File: src/rtl/sram_init_pkg.sv
package sram_init_pkg;
    parameter int NUM_BANKS  = 6;
    parameter int BANK_WORDS = 1024;
    parameter int DATA_W     = 32;

    localparam int BANK_W = $clog2(NUM_BANKS);
    localparam int ADDR_W = $clog2(BANK_WORDS);
    localparam int HALF_W = DATA_W / 2;
    localparam int CODE_W = DATA_W + 2;
    localparam logic [ADDR_W-1:0] LAST_ADDR = ADDR_W'(BANK_WORDS - 1);
    localparam logic [NUM_BANKS-1:0] AUTO_MASK = NUM_BANKS'(1);

    typedef enum logic {SEQ_IDLE, SEQ_RUN} seq_state_e;

    typedef struct packed {
        logic              write;
        logic [BANK_W-1:0] bank;
        logic [ADDR_W-1:0] addr;
        logic [DATA_W-1:0] data;
    } bus_req_t;

    // odd parity per half word, upper half in the top bit
    function automatic logic [CODE_W-1:0] parity_encode(input logic [DATA_W-1:0] d);
        return {~^d[DATA_W-1:HALF_W], ~^d[HALF_W-1:0], d};
    endfunction

    localparam logic [CODE_W-1:0] CLEAR_CODE = {2'b11, {DATA_W{1'b0}}};

    function automatic logic [NUM_BANKS-1:0] bank_onehot(input logic [BANK_W-1:0] b);
        logic [NUM_BANKS-1:0] oh;
        for (int i = 0; i < NUM_BANKS; i++) oh[i] = (b == BANK_W'(i));
        return oh;
    endfunction
endpackage

File: src/rtl/sram_init_seq.sv
module sram_init_seq
    import sram_init_pkg::*;
(
    input  logic                 clk,
    input  logic                 rst,
    input  logic                 sw_start,
    input  logic [NUM_BANKS-1:0] sw_mask,
    output logic [NUM_BANKS-1:0] busy,
    output logic [ADDR_W-1:0]    sweep_addr,
    output logic [NUM_BANKS-1:0] status,
    output logic                 dropped
);
    seq_state_e state;
    logic       auto_go;

    always_ff @(posedge clk) begin
        if (rst) begin
            state      <= SEQ_IDLE;
            sweep_addr <= '0;
            busy       <= '0;
            status     <= '0;
            dropped    <= 1'b0;
            auto_go    <= 1'b1;
        end else begin
            case (state)
                SEQ_IDLE: begin
                    sweep_addr <= '0;
                    if (auto_go) begin
                        auto_go <= 1'b0;
                        state   <= SEQ_RUN;
                        busy    <= AUTO_MASK;
                        status  <= status & ~AUTO_MASK;
                        if (sw_start) dropped <= 1'b1;
                    end else if (sw_start && (sw_mask != '0)) begin
                        state  <= SEQ_RUN;
                        busy   <= sw_mask;
                        status <= status & ~sw_mask;
                    end
                end
                default: begin
                    if (sw_start) dropped <= 1'b1;
                    if (sweep_addr == LAST_ADDR) begin
                        state      <= SEQ_IDLE;
                        status     <= status | busy;
                        busy       <= '0;
                        sweep_addr <= '0;
                    end else begin
                        sweep_addr <= sweep_addr + 1'b1;
                    end
                end
            endcase
        end
    end


    sweep_end_chk: assert property (@(posedge clk) disable iff (rst)
        (state == SEQ_RUN && sweep_addr == LAST_ADDR) |=> (busy == '0));

    mask_hold_chk: assert property (@(posedge clk) disable iff (rst)
        (state == SEQ_RUN && sweep_addr != LAST_ADDR) |=> $stable(busy));

    drop_flag_chk: assert property (@(posedge clk) disable iff (rst)
        (state == SEQ_RUN && sw_start) |=> dropped);

    status_clear_chk: assert property (@(posedge clk) disable iff (rst)
        (status & busy) == '0);
endmodule

File: src/rtl/sram_init_arb.sv
module sram_init_arb
    import sram_init_pkg::*;
(
    input  logic                 clk,
    input  logic                 rst,
    input  logic [NUM_BANKS-1:0] busy,
    input  logic                 req_valid,
    input  bus_req_t             req,
    output logic                 grant,
    output bus_req_t             sel,
    output logic                 req_ready
);
    bus_req_t pend;
    logic     pend_v;
    logic     req_busy, pend_busy;

    assign req_busy  = |(bank_onehot(req.bank) & busy);
    assign pend_busy = |(bank_onehot(pend.bank) & busy);

    always_comb begin
        grant     = 1'b0;
        req_ready = 1'b0;
        sel       = req;
        if (pend_v) begin
            sel = pend;
            if (!pend_busy) begin
                grant     = 1'b1;
                req_ready = 1'b1;
            end
        end else if (req_valid && !req_busy) begin
            grant     = 1'b1;
            req_ready = 1'b1;
        end
    end

    always_ff @(posedge clk) begin
        if (rst) begin
            pend_v <= 1'b0;
            pend   <= '0;
        end else if (pend_v) begin
            if (!pend_busy) pend_v <= 1'b0;
        end else if (req_valid && req_busy) begin
            pend_v <= 1'b1;
            pend   <= req;
        end
    end


    pend_hold_chk: assert property (@(posedge clk) disable iff (rst)
        (pend_v && pend_busy) |-> !req_ready);

    pend_issue_chk: assert property (@(posedge clk) disable iff (rst)
        (pend_v && !pend_busy) |=> !pend_v);
endmodule

File: src/rtl/sram_init_bank_port.sv
module sram_init_bank_port
    import sram_init_pkg::*;
#(
    parameter int IDX = 0
) (
    input  logic              clk,
    input  logic              rst,
    input  logic              busy_i,
    input  logic [ADDR_W-1:0] sweep_addr,
    input  logic              grant,
    input  bus_req_t          sel,
    output logic              en,
    output logic              we,
    output logic [ADDR_W-1:0] addr,
    output logic [CODE_W-1:0] wdata
);
    logic hit;
    assign hit = grant && (sel.bank == BANK_W'(IDX));

    always_comb begin
        if (busy_i) begin
            en    = 1'b1;
            we    = 1'b1;
            addr  = sweep_addr;
            wdata = CLEAR_CODE;
        end else begin
            en    = hit;
            we    = hit && sel.write;
            addr  = sel.addr;
            wdata = parity_encode(sel.data);
        end
    end


    no_busy_grant_chk: assert property (@(posedge clk) disable iff (rst)
        busy_i |-> !hit);

    addr_step_chk: assert property (@(posedge clk) disable iff (rst)
        (busy_i && $past(busy_i)) |-> (addr == $past(addr) + 1'b1));

    clear_word_chk: assert property (@(posedge clk) disable iff (rst)
        (en && busy_i) |-> (we && wdata == {2'b11, {DATA_W{1'b0}}}));
endmodule

File: src/rtl/sram_init_engine.sv
module sram_init_engine
    import sram_init_pkg::*;
(
    input  logic                              clk,
    input  logic                              rst,
    input  logic                              sw_start,
    input  logic [NUM_BANKS-1:0]              sw_mask,
    output logic [NUM_BANKS-1:0]              init_status,
    output logic                              start_dropped,
    input  logic                              req_valid,
    input  logic                              req_write,
    input  logic [BANK_W-1:0]                 req_bank,
    input  logic [ADDR_W-1:0]                 req_addr,
    input  logic [DATA_W-1:0]                 req_wdata,
    output logic                              req_ready,
    output logic [NUM_BANKS-1:0]              mem_en,
    output logic [NUM_BANKS-1:0]              mem_we,
    output logic [NUM_BANKS-1:0][ADDR_W-1:0]  mem_addr,
    output logic [NUM_BANKS-1:0][CODE_W-1:0]  mem_wdata
);
    logic [NUM_BANKS-1:0] busy;
    logic [ADDR_W-1:0]    sweep_addr;
    logic                 grant;
    bus_req_t             req, sel;

    assign req = '{write: req_write, bank: req_bank, addr: req_addr, data: req_wdata};

    sram_init_seq u_seq (
        .clk(clk), .rst(rst), .sw_start(sw_start), .sw_mask(sw_mask),
        .busy(busy), .sweep_addr(sweep_addr), .status(init_status),
        .dropped(start_dropped)
    );

    sram_init_arb u_arb (
        .clk(clk), .rst(rst), .busy(busy), .req_valid(req_valid), .req(req),
        .grant(grant), .sel(sel), .req_ready(req_ready)
    );

    for (genvar i = 0; i < NUM_BANKS; i++) begin : g_bank
        sram_init_bank_port #(.IDX(i)) u_port (
            .clk(clk), .rst(rst), .busy_i(busy[i]), .sweep_addr(sweep_addr),
            .grant(grant), .sel(sel), .en(mem_en[i]), .we(mem_we[i]),
            .addr(mem_addr[i]), .wdata(mem_wdata[i])
        );
    end
endmodule

File: config.mk
export PLATFORM = sky130hd
export DESIGN_NAME = sram_init_engine
export DESIGN_NICKNAME = d
export VERILOG_FILES = /design/src/rtl/sram_init_pkg.sv /design/src/rtl/sram_init_seq.sv /design/src/rtl/sram_init_arb.sv /design/src/rtl/sram_init_bank_port.sv /design/src/rtl/sram_init_engine.sv
export SDC_FILE = /design/constraint.sdc
export NUM_CORES = 1
export LEC_CHECK = 0
export ABC_AREA = 1
export ABC_CLOCK_PERIOD_IN_PS = 1700
export BUFFER_PORTS_ARGS = -buffer_cell sky130_fd_sc_hd__buf_2
export CORE_AREA = 2 2 133 135
export DETAILED_ROUTE_END_ITERATION = 8
export DIE_AREA = 0 0 135 137
export PLACE_DENSITY_LB_ADDON = 0.3
export SYNTH_ARGS = -nofsm -noshare
export SYNTH_HDL_FRONTEND = slang
export SYNTH_SLANG_ARGS = --single-unit
File: constraint.sdc
create_clock -name clk -period 1.7 [get_ports clk]
set_clock_uncertainty 0.2 [all_clocks]
set_input_delay 0.085 -clock clk [delete_from_list [all_inputs] [get_ports clk]]
set_output_delay 0.085 -clock clk [all_outputs]
set_load 0.05 [all_outputs]
==> Word-level counts from Yosys, hierarchy flattened <==
Index checks and enable logic that the tools add are counted.
{ "op_classes": {"addsub": 1, "eq_ne": 18, "mux": 46, "bitwise": 7, "reduce_logical": 31} }
{ "ops": {"columns": ["cell", "count"], "rows": [
  ["34-bit 2-to-1 mux", 6],
  ["10-bit 2-to-1 mux", 6],
  ["6-bit 2-to-1 mux", 8],
  ["46-bit 2-to-1 mux", 1],
  ["16-bit XNOR reduction", 2],
  ["1-bit 2-to-1 mux", 25],
  ["6-bit bitwise AND", 3],
  ["3-bit by 2-bit equality test with 1-bit output (second input constant)", 6],
  ["3-bit equality test (second input constant)", 6],
  ["1-bit logical AND", 15],
  ["6-bit OR reduction", 2],
  ["10-bit by 1-bit adder with 10-bit output (second input constant)", 1],
  ["10-bit equality test (second input constant)", 1],
  ["3-bit by 1-bit equality test with 1-bit output (second input constant)", 3],
  ["3-bit zero test", 3],
  ["6-bit inverter", 1],
  ["6-bit bitwise OR", 1],
  ["6-bit nonzero test", 1],
  ["2-bit AND reduction", 2],
  ["2-bit nonzero test", 2],
  ["3-bit AND reduction", 1],
  ["3-bit nonzero test", 1],
  ["3-bit OR reduction", 1],
  ["2-bit by 1-bit != test with 1-bit output (second input constant)", 1],
  ["other kinds (3)", 4]
]} }
{ "word_totals": {"regBits": 72, "inputBits": 56, "word_cells": 115} }

==> Depth between registers and ports, before layout <==
{ "depth": {"word_depth": 10, "depth_mapped": 14, "mapped_depth_nobuf": 13} }

==> Modules after synthesis <==
A second synthesis with hierarchy kept.
{ "unflattened": {"hier_cells": 2115, "area_unflattened_um2": 9929.5} }
{ "modules_own_cells": {"columns": ["mod", "n_inst", "cells_per_inst", "area_each_um2", "seq_area_each_um2"], "rows": [
  ["sram_init_bank_port (g_bank[0].u_port ...)", 3, 255, 1036.0, 0.0],
  ["sram_init_arb", 1, 434, 2556.2, 940.9],
  ["sram_init_seq", 1, 153, 1159.9, 500.5],
  ["sram_init_bank_port (g_bank[5].u_port)", 1, 255, 1037.2, 0.0],
  ["sram_init_bank_port (g_bank[4].u_port)", 1, 254, 1034.7, 0.0],
  ["sram_init_bank_port (g_bank[3].u_port)", 1, 254, 1033.5, 0.0]
]} }

==> Least setup slack after synthesis <==
No wires, ideal clock.
{ "synth_timing": {"kind": "reg-to-output", "startpoint": "reg u_arb.pend_v", "endpoint": "out mem_addr[15] (netlist bit)", "arrival_time_ps": 2101, "t_required_ps": 1415, "slack_ps": -686, "path_stages_with_launch": 7, "path_buffers": 3, "cell_sequence": "dfxtp_1 -> buf_6 -> buf_4 -> buf_2 -> nand2_1 -> o21ai_0 -> o21ai_0"} }
{ "synth_lines": {"columns": ["item", "line_no", "text"], "rows": [
  ["from (decl)", "sram_init_arb.sv:14", "logic pend_v;"],
  ["from (signal assigned)", "sram_init_arb.sv:38", "pend_v <= 1'b0;"],
  ["from (signal assigned)", "sram_init_arb.sv:41", "if (!pend_busy) pend_v <= 1'b0;"],
  ["from (signal assigned)", "sram_init_arb.sv:43", "pend_v <= 1'b1;"],
  ["to (decl)", "sram_init_engine.sv:18", "output logic [NUM_BANKS-1:0][ADDR_W-1:0] mem_addr,"]
]} }

==> impl_metrics.py <==
metrics = {
    "setup_path": {
        "critPathKind": "reg2out",
        "cpMaxStageDelayCell": "dfxtp_4",
        "cp_top_family": "simple AND/OR/NAND/NOR gates",
        "crit_path_end_kind": "primary output",
        "r2r_cells": 7,
        "slowest_delay_ps": 460,
        "cp_common_cell": "nand2_1",
        "cp.depth": 15,
        "startpoint": "u_arb.pend_v",
        "r2r_slack_ps": -190,
        "cp-start-kind": "register",
        "cp_cell_sequence": "buf_16 > buf_12 > nand2_2 > nand2_2 > inv_2 > nand2_1 > nand2_1 > nand2_1 > nand2_1 > nand2_1 > nand2_2 > inv_2 > nand2_8 > nand3_4 > buf_8",
        "reg2reg_from": "u_arb.pend_v",
        "cp.required_ps": 1410,
        "crit_end": "mem_wdata[67]",
        "timing.rr.end": "u_arb.pend[11]",
        "cp.arrival_ps": 2370,
        "path_buf_inv": 5,
        "worstPathMaxFanout": 8,
    },
    "global_route": {
        "use_met3": 0.0393,
        "grt_pass1_wl_mm": 39.8,
        "overflow": 0,
        "antenna_found_initial": 3,
        "grt_max_degree": 54,
        "grt_pass1_vias": 8005,
        "grt_use_met2": 0.487,
        "grt.busiest_layer": "met2",
        "grtUsageMet1": 0.319,
        "grt_usage": 0.267,
    },
    "cts": {
        "clkLatencyLatePin_ps": 340,
        "cts-buffers-inserted": 9,
        "clkTransAtPathRegs_ps": 60,
        "htreeDepth": 3,
        "cts_buffer_depth": 2,
        "cts_tree": "done",
        "cts_sinks": 72,
        "cts-root-buf": "clkbuf_16",
    },
    "synthesis": {
        "synth_cells": 1136,
        "ys_top_cells_by_count": "nand2_1 (326), nor2_1 (224), o21ai_0 (132), inv_1 (83), dfxtp_1 (72)",
        "yosysTopAreaCell": "dfxtp_1",
        "synth_area_leaders": "dfxtp_1 (23%), nand2_1 (19%), nor2_1 (13%)",
        "synth_top_area_frac": 0.229,
        "ys_seq_elements": 72,
        "avgSynthCellArea_um2": 5.53,
        "syn_area_um2": 6280,
        "synth_enable_flop_cells": 0,
        "yosysSeqAreaShare": 0.229,
        "synth-main-ff-cell": "dfxtp_1",
        "ys_warn_count": 0,
        "ys_async_sr_fraction": 0,
        "yosysMostFrequentCell": "nand2_1",
        "ys_types": 35,
        "synth_nets": 1193,
    },
    "pwr": {
        "vdd_drop_max_v": 0.00105,
        "power_density_nw_per_um2": 1090,
        "power_leakage_uw": 0.00622,
    },
    "detailed_routing": {
        "firstDrtPassIters": 6,
        "drtIter0Drc": 806,
        "ant_nets": 0,
        "drt-total-wl_mm": 35.2,
        "route.detailed.drc": 0,
        "wl_per_cell_um": 19.3,
        "vias_per_cell": 5.48,
        "dr_total_vias": 9984,
    },
    "final_layout": {
        "area_growth_pct": 117,
        "ff_latch_area_um2": 1450,
        "layoutNonFillerInstCount": 1821,
        "fin_area_um2": 13600,
        "multi_input_area_um2": 5730,
        "drive_above_1_share": 0.567,
        "layout.nets": 1646,
        "fillers": 1022,
    },
    "run": {
        "cap_violations": 0,
    },
    "floorplanning": {
        "core_area_um2": 17100,
        "ioPinCount": 340,
        "initial_core_util": 0.368,
        "die_w_um": 135,
        "fp.dieH_um": 137,
        "die_area_um2": 18500,
        "rows": 48,
    },
    "placed_design": {
        "dpl.hpwl_mm": 18.3,
        "port_buffers": 339,
        "dpl_cell_area_um2": 9180,
        "gp_congestion": 0.881,
        "dp_cells": 1718,
        "dp_slack_ps": -442,
    },
    "sta": {
        "timing.final.crit_share": 1.56,
        "setup_viol": 335,
        "max_freq_mhz": 376,
        "holdWs_ps": 251,
        "finalMaxSlewViolations": 0,
        "finalHoldViolCount": 0,
        "setup_ws_ps": -956,
        "fin_crit_ps": 2660,
        "max-slew-margin-rel": 0.585,
        "rsz0062_at_grt": "yes",
        "worst_slew_pin_slew_ps": 623,
    },
    "status": {
        "violations": "setup timing",
        "status": "finished with violations",
    },
    "hold_path": {
        "hold_path.class": "reg2reg",
    },
}
==> worst min path at each step <==
stage | startpoint | endpoint | slack [ps] | depth (start not counted)
floorplan | sw_mask[1] | u_seq.busy[1] | 30 | 2
detailed placement | sw_mask[2] | u_seq.busy[2] | 160 | 3
global route | u_arb.pend[24] | u_arb.pend[24] | 280 | 2
global placement | req_bank[2] | u_arb.pend[44] | 160 | 3
CTS | u_arb.pend[39] | u_arb.pend[39] | 250 | 2
finish | u_arb.pend[39] | u_arb.pend[39] | 250 | 2
==> per-layer routing <==
layer,wire [um],part of all wire,up-vias
met4,2030,0.058,0
met2,18200,0.52,594
met1,12300,0.35,4726
li1,-,-,4480
met3,2580,0.073,184
met5,0,0,-
==> cells in the final DEF, fill, tap and decap left out, types with 14 or more instances in the layout <==
| cell | count |
|---|---|
| buf_2 | 99 |
| buf_6 | 197 |
| nand3_1 | 22 |
| a21oi_1 | 58 |
| o21ai_0 | 65 |
| o21ai_2 | 53 |
| nand2_1 | 227 |
| nor2_4 | 51 |
| dlygate4sd3_1 | 55 |
| inv_2 | 23 |
| o21ai_4 | 40 |
| buf_12 | 25 |
| nand2_4 | 35 |
| inv_1 | 71 |
| buf_8 | 49 |
| clkbuf_16 | 14 |
| nor2_1 | 93 |
| dfxtp_1 | 64 |
| nor2_2 | 82 |
| buf_4 | 97 |
| nand2_2 | 89 |
==> kinds of logic (layout without fill, tap and decap cells) <==
logic type               Yosys count  in the layout  synth area share
buffers and inverters            189            647             0.140
AO/OA/AOI/OAI                    235            235             0.207
XOR/XNOR                           7              7           0.00976
AND/OR/NAND/NOR                  632            632             0.411
adder cells (fa/ha/maj)            1              1           0.00199
other                              0              2                 0
flip-flops                        72             72             0.229
==> state kept, by name (all words and copies together), names as in the netlist <==
name,flops
u_seq.busy,6
u_seq.state,1
u_arb.pend_v,1
u_arb.pend,46
u_seq.sweep_addr,10
u_seq.dropped,1
u_seq.status,6
u_seq.auto_go,1
==> layout make-up <==
class | count | share of cell area
clock buffer | 14 | 0.0202
antenna | 2 | 0.000367
timing repair buffer | 533 | 0.401
tap | 225 | 0.0207
clock inverter | 2 | 0.00257
sequential | 72 | 0.107
inverter | 98 | 0.0279
multi-input combinational | 875 | 0.421
==> worst register-to-register path: stages (launching register included) <==
cell      delay (ps)
dfxtp_4          410
inv_8            110
buf_8            140
nand2_1           50
nand3b_1         260
buf_12           240
o21ai_0          280
a21oi_1           80
==> metrics by stage <==
stage	power [uW]	utilization	setup TNS, ps
floorplan	7960	-	-20010
detailed placement	9810	0.538	-25780
global route	15300	0.799	-129790
finish	14800	0.799	-113270
global placement	9760	0.538	-23120
CTS	12600	0.633	-101540
==> power breakdown <==
part / switching, uW / total, uW / leakage (uW) / internal, uW
logic: 7210 / 10900 / 0.00548 / 3660
clock network: 787 / 2050 / 0.000152 / 1270
registers: 102 / 1920 / 0.000593 / 1820
total: 8090 / 14800 / 0.00622 / 6750
==> what timing repair did <==
action	CTS	global route
hold buffers	55	0
endpoints found under the hold margin	61	0
pin swaps	37	73
gates cloned	4	5
endpoints found under the setup margin	334	337
gates resized for setup	213	863
setup buffers	1	36
(Power assumes the default switching activity.)
